<file path="config.mk">
export PLATFORM = sky130hd
export DESIGN_NAME = i80_wr_if
export DESIGN_NICKNAME = d
export VERILOG_FILES = /design/src/rtl/i80_pkg.sv /design/src/rtl/i80_regs.sv /design/src/rtl/i80_frame_ctl.sv /design/src/rtl/i80_phase_seq.sv /design/src/rtl/i80_wr_if.sv
export SDC_FILE = /design/constraint.sdc
export NUM_CORES = 1
export LEC_CHECK = 0
export BUFFER_PORTS_ARGS = -buffer_cell sky130_fd_sc_hd__clkbuf_2
export CAP_MARGIN = 20
export CORE_MARGIN = 2
export CORE_UTILIZATION = 48
export DETAILED_ROUTE_END_ITERATION = 8
export GPL_TIMING_DRIVEN = 0
export PLACE_DENSITY = 0.83
export SYNTH_ARGS = -nofsm -noshare
export SYNTH_HDL_FRONTEND = slang
export SYNTH_SLANG_ARGS = --single-unit
</file>
<file path="constraint.sdc">
create_clock -name clk -period 7.2 [get_ports clk]
set_input_delay 1.08 -clock clk [delete_from_list [all_inputs] [get_ports clk]]
set_output_delay 1.08 -clock clk [all_outputs]
set_load 0.03 [all_outputs]
</file>
<file path="src/rtl/i80_pkg.sv">
package i80_pkg;
   localparam int PHW = 4;

   typedef enum logic [2:0] {
      PH_IDLE = 3'd0,
      PH_CSS  = 3'd1,
      PH_WRS  = 3'd2,
      PH_WRA  = 3'd3,
      PH_WRH  = 3'd4
   } phase_e;

   typedef struct packed {
      logic [PHW-1:0] css;
      logic [PHW-1:0] wrs;
      logic [PHW-1:0] wra;
      logic [PHW-1:0] wrh;
      logic           en;
   } timing_t;

   localparam logic [1:0] ADDR_TIMING = 2'd0;
   localparam logic [1:0] ADDR_TRIG   = 2'd1;
   localparam logic [1:0] ADDR_IRQ    = 2'd2;

   function automatic timing_t unpack_timing(input logic [31:0] w);
      timing_t t;
      t.css = w[19:16];
      t.wrs = w[15:12];
      t.wra = w[11:8];
      t.wrh = w[7:4];
      t.en  = w[0];
      return t;
   endfunction
endpackage

</file>
<file path="src/rtl/i80_regs.sv">
module i80_regs
   import i80_pkg::*;
(
   input  logic        clk,
   input  logic        rst_n,
   input  logic        wr_en,
   input  logic [1:0]  addr,
   input  logic [31:0] wdata,
   output logic [31:0] rdata,
   input  logic        start,
   input  logic        fin,
   input  logic        busy,
   output timing_t     tim,
   output logic        mode,
   output logic        trig,
   output logic        irq
);
   logic [31:0] tim_word_q;
   logic        mode_q, trig_q, irq_q;
   logic        clr_req;

   assign clr_req = wr_en && (addr == ADDR_IRQ) && wdata[0];

   always_ff @(posedge clk or negedge rst_n) begin
      if (!rst_n) begin
         tim_word_q <= '0;
         mode_q     <= 1'b0;
         trig_q     <= 1'b0;
         irq_q      <= 1'b0;
      end else begin
         if (wr_en && addr == ADDR_TIMING)
            tim_word_q <= wdata;
         if (wr_en && addr == ADDR_TRIG) begin
            mode_q <= wdata[0];
            if (!busy)
               trig_q <= wdata[1];
         end
         if (start)
            trig_q <= 1'b0;
         if (fin)
            irq_q <= 1'b1;
         else if (clr_req)
            irq_q <= 1'b0;
      end
   end

   always_comb begin
      case (addr)
         ADDR_TIMING: rdata = tim_word_q;
         ADDR_TRIG:   rdata = {30'd0, trig_q, mode_q};
         ADDR_IRQ:    rdata = {31'd0, irq_q};
         default:     rdata = 32'd0;
      endcase
   end

   assign tim  = unpack_timing(tim_word_q);
   assign mode = mode_q;
   assign trig = trig_q;
   assign irq  = irq_q;

   // pending bit is sticky until a write-one clear
   a_r7_irq_sticky: assert property (@(posedge clk) disable iff (!rst_n)
      (irq_q && !clr_req) |=> irq_q);
endmodule

</file>
<file path="src/rtl/i80_frame_ctl.sv">
module i80_frame_ctl #(
   parameter int LENW = 16
) (
   input  logic            clk,
   input  logic            rst_n,
   input  logic            en,
   input  logic            mode,
   input  logic            trig,
   input  logic [LENW-1:0] frame_words,
   input  logic            seq_idle,
   output logic            start,
   output logic            go,
   output logic            fin,
   output logic            busy
);
   localparam logic [LENW-1:0] ONE = {{(LENW-1){1'b0}}, 1'b1};

   logic            busy_q;
   logic [LENW-1:0] rem_q;

   assign start = !busy_q && en && mode && trig;
   assign go    = busy_q && en && seq_idle && (rem_q != '0);
   assign fin   = busy_q && en && seq_idle && (rem_q == '0);
   assign busy  = busy_q;

   always_ff @(posedge clk or negedge rst_n) begin
      if (!rst_n) begin
         busy_q <= 1'b0;
         rem_q  <= '0;
      end else if (busy_q && !en) begin
         busy_q <= 1'b0;
         rem_q  <= '0;
      end else if (start) begin
         busy_q <= 1'b1;
         rem_q  <= frame_words;
      end else if (go) begin
         rem_q  <= rem_q - ONE;
      end else if (fin) begin
         busy_q <= 1'b0;
      end
   end

   // dropping the enable ends a running frame
   a_r2_abort_on_disable: assert property (@(posedge clk) disable iff (!rst_n)
      !en |=> !busy_q);
   // the count never moves while the controller is idle
   a_r9_rem_frozen_idle: assert property (@(posedge clk) disable iff (!rst_n)
      (!busy_q && !start && $past(!busy_q)) |=> $stable(rem_q));
endmodule

</file>
<file path="src/rtl/i80_phase_seq.sv">
module i80_phase_seq
   import i80_pkg::*;
#(
   parameter int DW = 24
) (
   input  logic          clk,
   input  logic          rst_n,
   input  timing_t       tim,
   input  logic          go,
   input  logic          pix_valid,
   input  logic [DW-1:0] pix_data,
   output logic          pix_ready,
   output logic          cs_n,
   output logic          wr_n,
   output logic [DW-1:0] data,
   output logic          idle
);
   phase_e         ph_q;
   logic [PHW-1:0] cnt_q;
   logic [PHW-1:0] lim;
   logic           at_lim;
   logic [DW-1:0]  data_q;

   always_comb begin
      case (ph_q)
         PH_CSS:  lim = tim.css;
         PH_WRS:  lim = tim.wrs;
         PH_WRA:  lim = tim.wra;
         PH_WRH:  lim = tim.wrh;
         default: lim = '0;
      endcase
   end

   assign at_lim = (cnt_q == lim);

   always_ff @(posedge clk or negedge rst_n) begin
      if (!rst_n) begin
         ph_q  <= PH_IDLE;
         cnt_q <= '0;
      end else if (!tim.en) begin
         ph_q  <= PH_IDLE;
         cnt_q <= '0;
      end else begin
         case (ph_q)
            PH_IDLE: if (go) begin
               ph_q  <= PH_CSS;
               cnt_q <= '0;
            end
            PH_CSS: if (!at_lim) begin
               cnt_q <= cnt_q + 1'b1;
            end else if (pix_valid) begin
               ph_q  <= PH_WRS;
               cnt_q <= '0;
            end
            PH_WRS: if (at_lim) begin
               ph_q  <= PH_WRA;
               cnt_q <= '0;
            end else cnt_q <= cnt_q + 1'b1;
            PH_WRA: if (at_lim) begin
               ph_q  <= PH_WRH;
               cnt_q <= '0;
            end else cnt_q <= cnt_q + 1'b1;
            PH_WRH: if (at_lim) begin
               ph_q  <= PH_IDLE;
               cnt_q <= '0;
            end else cnt_q <= cnt_q + 1'b1;
            default: begin
               ph_q  <= PH_IDLE;
               cnt_q <= '0;
            end
         endcase
      end
   end

   always_ff @(posedge clk or negedge rst_n) begin
      if (!rst_n)
         data_q <= '0;
      else if (tim.en && ph_q == PH_CSS && at_lim && pix_valid)
         data_q <= pix_data;
   end

   assign pix_ready = tim.en && (ph_q == PH_CSS) && at_lim;
   assign cs_n      = (ph_q == PH_IDLE);
   assign wr_n      = (ph_q != PH_WRA);
   assign data      = data_q;
   assign idle      = (ph_q == PH_IDLE);

   // the strobe only pulses inside chip select
   a_r3_wr_inside_cs: assert property (@(posedge clk) disable iff (!rst_n)
      !wr_n |-> !cs_n);
   // captured word held through setup, active and hold
   a_r4_data_held: assert property (@(posedge clk) disable iff (!rst_n)
      (!cs_n && $past(!cs_n) && $past(ph_q) != PH_CSS) |-> $stable(data_q));
   // ready only while the strobe is high inside chip select
   a_r5_ready_in_setup: assert property (@(posedge clk) disable iff (!rst_n)
      pix_ready |-> (!cs_n && wr_n));
   // a cleared enable leaves the bus idle next cycle
   a_r2_idle_disabled: assert property (@(posedge clk) disable iff (!rst_n)
      !tim.en |=> (cs_n && wr_n));
endmodule

</file>
<file path="src/rtl/i80_wr_if.sv">
module i80_wr_if
   import i80_pkg::*;
#(
   parameter int DW        = 24,
   parameter int LENW      = 16,
   parameter bit HOLD_IDLE = 1'b1
) (
   input  logic            clk,
   input  logic            rst_n,
   input  logic            reg_wr,
   input  logic [1:0]      reg_addr,
   input  logic [31:0]     reg_wdata,
   output logic [31:0]     reg_rdata,
   input  logic [LENW-1:0] frame_words,
   input  logic            pix_valid,
   output logic            pix_ready,
   input  logic [DW-1:0]   pix_data,
   output logic            cs_n,
   output logic            wr_n,
   output logic            rs,
   output logic [DW-1:0]   db,
   output logic            irq_done
);
   if (DW < 1 || DW > 32) begin : g_bad_dw
      $error("DW must be in 1..32");
   end
   if (LENW < 1 || LENW > 31) begin : g_bad_lenw
      $error("LENW must be in 1..31");
   end

   timing_t       tim;
   logic          mode, trig, irq;
   logic          start, go, fin, busy, seq_idle;
   logic [DW-1:0] seq_data;

   i80_regs u_regs (
      .clk(clk), .rst_n(rst_n), .wr_en(reg_wr), .addr(reg_addr),
      .wdata(reg_wdata), .rdata(reg_rdata), .start(start), .fin(fin),
      .busy(busy), .tim(tim), .mode(mode), .trig(trig), .irq(irq)
   );

   i80_frame_ctl #(.LENW(LENW)) u_frame (
      .clk(clk), .rst_n(rst_n), .en(tim.en), .mode(mode), .trig(trig),
      .frame_words(frame_words), .seq_idle(seq_idle), .start(start),
      .go(go), .fin(fin), .busy(busy)
   );

   i80_phase_seq #(.DW(DW)) u_seq (
      .clk(clk), .rst_n(rst_n), .tim(tim), .go(go), .pix_valid(pix_valid),
      .pix_data(pix_data), .pix_ready(pix_ready), .cs_n(cs_n), .wr_n(wr_n),
      .data(seq_data), .idle(seq_idle)
   );

   if (HOLD_IDLE) begin : g_db_hold
      assign db = seq_data;
   end else begin : g_db_zero
      assign db = busy ? seq_data : '0;
   end

   assign rs       = busy;
   assign irq_done = irq;

   // no trigger can be pending while a frame runs
   a_r8_no_trig_in_flight: assert property (@(posedge clk) disable iff (!rst_n)
      busy |-> !trig);
   // the interrupt rises only as a frame ends
   a_r7_irq_at_end: assert property (@(posedge clk) disable iff (!rst_n)
      $rose(irq) |-> $past(busy));
   // bus activity only inside a frame
   a_r9_cs_within_frame: assert property (@(posedge clk) disable iff (!rst_n)
      !cs_n |-> busy);
endmodule

</file>
==> Yosys cells after proc, flatten, opt, wreduce, memory -nomap -nowiden <==
Index checks and enable logic that the tools add are counted.
{ "totals": {"ff_bits": 83, "input_bits": 78} }
{ "classes": {"n_addsub": 2, "n_eq_ne": 17, "mux": 28, "n_reduce_logical": 30} }
{ "ops": {"columns": ["cell", "n"], "rows": [
  ["$pmux 32 s3", 1],
  ["$mux 16", 3],
  ["$mux 3", 7],
  ["$mux 4", 5],
  ["$ne 3x2->1 const B", 6],
  ["$logic_not 16->1", 1],
  ["$pmux 4 s4", 1],
  ["$reduce_bool 16->1", 1],
  ["$sub 16x1->16 const B", 1],
  ["$logic_and 1x1->1", 15],
  ["$pmux 3 s5", 1],
  ["$pmux 4 s3", 1],
  ["$mux 1", 9],
  ["$eq 3x2->1 const B", 2],
  ["$ne 3x3->1 const B", 2],
  ["$reduce_and 2->1", 3],
  ["$reduce_and 6->1", 1],
  ["$reduce_bool 3->1", 2],
  ["$add 4x1->4 const B", 1],
  ["$eq 4x4->1", 1],
  ["$ne 4x4->1 const B", 1],
  ["$reduce_bool 2->1", 2],
  ["$eq 3x1->1 const B", 1],
  ["$eq 3x3->1 const B", 1],
  ["other kinds (7)", 8]
]} }

==> Logic depth before layout (Yosys ltp) <==
{ "depth": {"ltp_word": 7, "mapped_depth": 9, "ltp_nobuf": 8} }

==> Modules after synthesis <==
A second synthesis with hierarchy kept.
{ "hier_totals": {"hier_cells": 388, "area_unflattened_um2": 4367.9} }
{ "modules_own_cells": {"columns": ["mod", "instances", "cells_each", "area_per_inst_um2", "seq_area_each_um2"], "rows": [
  ["i80_regs", 1, 137, 1735.4, 875.8],
  ["i80_phase_seq", 1, 121, 1498.9, 775.7],
  ["i80_frame_ctl", 1, 130, 1133.6, 425.4]
]} }

==> Least setup slack after synthesis <==
Ideal clock, no wire load.
{ "synth_path": {"path_type": "reg2out", "startpoint": "reg u_seq.ph_q[0]", "endpoint": "out pix_ready", "arrival_time_ps": 1996, "path_slack_ps": 4124, "stages_incl_launch_ff": 6, "path_buffers": 0, "path_cell_list": "dfrtp_1 nor2b_1 a32o_1 nor4_4 o22ai_2 nor3_1"} }
{ "synth_via": {"elab_chain_len": 4, "elab_cells_between_ends": 8, "classes_between": "5 x eq/ne; 1 x mux; 2 x reduce/logical"} }
{ "synth_lines": {"columns": ["element", "line_no", "text"], "rows": [
  ["from (decl)", "i80_phase_seq.sv:18", "phase_e ph_q;"],
  ["from (signal assigned)", "i80_phase_seq.sv:38", "ph_q <= PH_IDLE;"],
  ["from (signal assigned)", "i80_phase_seq.sv:41", "ph_q <= PH_IDLE;"],
  ["from (signal assigned)", "i80_phase_seq.sv:46", "ph_q <= PH_CSS;"],
  ["$eq 3x3->1 (tied with other cells)", "i80_phase_seq.sv:25", "case (ph_q)"],
  ["$pmux 4 s4", "i80_phase_seq.sv:25", null],
  ["$eq 4x4->1", "i80_phase_seq.sv:34", "assign at_lim = (cnt_q == lim);"],
  ["$logic_and 1x1->1 *", "i80_phase_seq.sv:82", "assign pix_ready = tim.en && (ph_q == PH_CSS) && at_lim;"],
  ["to (decl)", "i80_wr_if.sv:16", "output logic pix_ready,"]
]} }
Every way passes the cells marked *; elsewhere a longest branch is shown, timed or not.

==> Worst setup path in the final report <==
Ends and elaborated chain as after synthesis.

==> impl_metrics.py <==
metrics = {
    "critical_path": {
        "max_stage_delay_ns": 0.48,
        "cp_data_arrival_time_ns": 2.45,
        "timing.rr.end": "u_seq.data[18]$_DFFE_PN0P_",
        "crit_chain": "nor3b_2 -> a32o_1 -> o31a_1 -> o22ai_2 -> nor3_1 -> clkbuf_2",
        "critPathBufInv": 1,
        "r2r.worst_path.cells": 7,
        "critPathTopFamily": "simple AND/OR/NAND/NOR gates",
        "setup.reg_to_reg.worst_slack_ns": 4.35,
        "kind_of_start_point_of_the_critical_path": "flop",
        "critical_path.max_fanout": 7,
        "worst-setup-path-type": "reg2out",
        "endpoint_kind": "output pin",
        "critical_path.slowest_cell": "sky130_fd_sc_hd__dfrtp_1",
        "critical_path_required_ns": 6.12,
        "worst_r2r_startpoint": "u_seq.ph_q[0]$_DFFE_PN0P_",
    },
    "sta": {
        "report.final.slew_viol_count": 0,
        "fmaxAchievable_ghz": 0.283,
        "fin_crit_sh_pct": 49.0,
        "final_hold_viol_count": 0,
        "fin_ws_ns": 3.67,
        "final.setup_skew_ns": 0.0112,
        "number_of_setup_violations_in_the_final_report": 0,
        "worst_slew_pin_slew_ns": 0.709,
        "timing.final.crit_period_ns": 3.53,
        "fin_tns_setup_ns": 0,
        "max-slew-margin-rel_pct": 52.4,
        "final_layout_worst_hold_slack_ns": 0.509,
        "rsz_0062_raised_after_global_routing": "false",
    },
    "power": {
        "power.ir.vdd_worst_v": 0.000239,
        "power.density_mw_per_mm2": 356,
        "static-leakage-power_nw": 2.51,
    },
    "final_layout": {
        "syn2layout_area_growth_pct": 24.3,
        "utilization_pct": 61.4,
        "fin_nets": 591,
        "fillers": 722,
        "layout.area.seq_mm2": 0.00208,
        "layout-drive-gt1-share_pct": 45.4,
        "multi_input_area_mm2": 0.00208,
        "n_antenna_cell": 0,
        "fin_area_mm2": 0.00533,
    },
    "place": {
        "post-dp-hpwl_um": 7610,
        "dpl_worst_slack_ns": 3.81,
        "gp_congestion": 0.809,
        "port_buffers": 138,
        "detailed_place.area_mm2": 0.00514,
    },
    "hold_path": {
        "whs_endpoint": "u_regs.tim_word_q[27]$_DFFE_PN0P_",
        "min-delay-start": "u_regs.tim_word_q[27]$_DFFE_PN0P_",
        "hold_path_class": "reg2reg",
        "hold-path-cell-count": 1,
    },
    "drt": {
        "drt_iter0_drc": 128,
        "drt-wirelength-per-cell_um": 16.2,
        "dr_total_vias": 3396,
        "route.detailed.vias_per_inst": 5.45,
        "drc_errors_left": 0,
        "route.antenna.remaining_nets": 0,
        "finalWirelength_um": 10100,
        "drt_first_pass_iters": 4,
    },
    "logic_synthesis": {
        "ys.warnings.count": 0,
        "synth_flop_cell": "sky130_fd_sc_hd__dfrtp_1",
        "synth_enable_flop_cells": 0,
        "synthMostInstantiatedCell": "sky130_fd_sc_hd__dfrtp_1",
        "syn-instance-count": 360,
        "synth_common_cells": "83 x sky130_fd_sc_hd__dfrtp_1, 38 x sky130_fd_sc_hd__mux2_2, 31 x sky130_fd_sc_hd__and2_1",
        "synth_seq_area_share_pct": 48.4,
        "synth_area_leaders": "sky130_fd_sc_hd__dfrtp_1 48%, sky130_fd_sc_hd__mux2_2 10%, sky130_fd_sc_hd__mux2_4 7.0%",
        "yosys_register_bits": 83,
        "distinct_cell_type_count_after_synthesis": 55,
        "synth.avg_cell_area_um2": 11.9,
        "syn-cell-area_mm2": 0.00429,
        "syn_nets": 441,
        "post-synth-top-area-cell": "sky130_fd_sc_hd__dfrtp_1",
        "synth.top_cell.area_share_pct": 48.4,
        "synth_async_sr_flop_share_pct": 100,
    },
    "global_route": {
        "first_global_vias": 3526,
        "maximum_number_of_pins_on_one_net_before_global_route_repair": 44,
        "wire_length_of_the_first_global_routing_pass_um": 16800,
        "grt_antenna_before_repair": 0,
        "grt.overflow.total": 0,
        "grt.total_usage_pct": 21.6,
    },
    "clock_network": {
        "htreeDepth": 3,
        "tritoncts.num_buffers": 9,
        "ctsResizeCount": 0,
        "cts-root-buf": "sky130_fd_sc_hd__clkbuf_8",
        "numClockSinks": 83,
        "cts_buffer_depth": 2,
        "insertion_delay_of_the_later_clocked_pin_in_the_worst_skew_pair_ns": 0.36,
        "holdBufCountCts": 0,
        "clkSlewWorstSetupHoldPaths_ns": 0.09,
        "post_cts_setup_bufs": 0,
        "tritoncts": "built",
    },
    "floorplan": {
        "i_o_pin_count": 139,
        "design.die.area_mm2": 0.00971,
        "die-height_um": 98.5,
        "initial_core_util_pct": 49.4,
        "std_cell_rows": 34,
        "die_w_um": 98.5,
        "placeableCoreArea_mm2": 0.00868,
    },
    "run_status": {
        "run_status": "complete, no violations",
    },
    "flow_run": {
        "cap_viol_max_count": 0,
    },
}
-- worst max path at each step --
stage / from / end / slack, ns / cells past startpoint
final: u_seq.ph_q[0]$_DFFE_PN0P_ / pix_ready / 3.67 / 6
after detailed placement: reg_addr[1] / reg_rdata[13] / 3.81 / 5
after CTS: u_seq.ph_q[0]$_DFFE_PN0P_ / pix_ready / 3.69 / 6
after global placement: reg_addr[1] / reg_rdata[13] / 3.85 / 5
after floorplan: u_seq.ph_q[0]$_DFFE_PN0P_ / pix_ready / 4.12 / 5
after global routing: u_seq.ph_q[0]$_DFFE_PN0P_ / pix_ready / 3.52 / 6
-- stage by stage --
step / instances / total power [W]
final: 623 / 0.00190
after CTS: 623 / 0.00191
after global routing: 623 / 0.00201
after floorplan: 360 / 0.00135
after detailed placement: 607 / 0.00158
after global placement: 606 / 0.00155
-- cell families (layout without fill, tap and decap cells) --
family                     count (synthesis)  count (layout)  synth area share (%)
and+or+nand+nor                          123             123                  18.3
DFF                                       83              83                  48.4
muxes                                     62              62                  17.9
AOI/OAI and AO/OA                         54              54                  9.19
buffers and inverters                     24             179                  3.03
xor gates and xnor gates                  11              11                  2.25
adders and majority gates                  3               3                 0.875
-- layer usage --
metal	part of all wire, %	global-route usage (%)	vias to the layer above	routed length, um
li1	-	-	1607	-
met1	42	27.7	1647	4250
met2	50	36.1	123	5000
met3	6.3	5.18	19	635
met4	1.8	7.06	0	186
met5	0	0	-	0
-- sequential cells by signal, indices dropped and copies added (netlist names) --
| signal | flops |
|---|---|
| u_regs.mode | 1 |
| u_frame.rem_q | 16 |
| u_regs.tim_word_q | 32 |
| u_regs.trig | 1 |
| u_frame.busy | 1 |
| u_seq.ph_q | 3 |
| u_seq.cnt_q | 4 |
| u_seq.data | 24 |
| u_regs.irq | 1 |
-- layout make-up --
| type | count | area share, % |
|---|---|---|
| Buffer | 19 | 2.09 |
| Clock buffer | 9 | 2.32 |
| Clock inverter | 7 | 1.34 |
| Inverter | 5 | 0.352 |
| Multi-Input combinational cell | 253 | 39.0 |
| Sequential cell | 83 | 38.9 |
| Tap cell | 108 | 2.53 |
| Timing Repair Buffer | 139 | 13.4 |
-- cell usage in the layout, fill, tap and decap left out, types with 6 or more instances in the layout --
cell | Yosys | final
sky130_fd_sc_hd__clkbuf_8 | 0 | 9
sky130_fd_sc_hd__nor3_1 | 9 | 9
sky130_fd_sc_hd__nand3b_1 | 11 | 11
sky130_fd_sc_hd__mux2_2 | 38 | 38
sky130_fd_sc_hd__o21ai_0 | 8 | 8
sky130_fd_sc_hd__xnor2_1 | 7 | 7
sky130_fd_sc_hd__nor2_1 | 26 | 26
sky130_fd_sc_hd__clkbuf_1 | 9 | 9
sky130_fd_sc_hd__nand2_1 | 7 | 7
sky130_fd_sc_hd__a211oi_1 | 9 | 9
sky130_fd_sc_hd__a21oi_1 | 10 | 10
sky130_fd_sc_hd__clkbuf_2 | 0 | 137
sky130_fd_sc_hd__nand3_1 | 6 | 6
sky130_fd_sc_hd__dfrtp_1 | 83 | 83
sky130_fd_sc_hd__and2_1 | 31 | 31
sky130_fd_sc_hd__mux2_4 | 20 | 20
sky130_fd_sc_hd__a22o_1 | 6 | 6
-- where the power goes --
part / leakage [nW] / internal, W / switching [W]
clock: 0.0926 / 0.000135 / 0.000190
sequential: 1.02 / 0.000623 / 0.000122
combinational: 1.40 / 0.000361 / 0.000469
No activity file was read; power rests on OpenSTA's default activity.
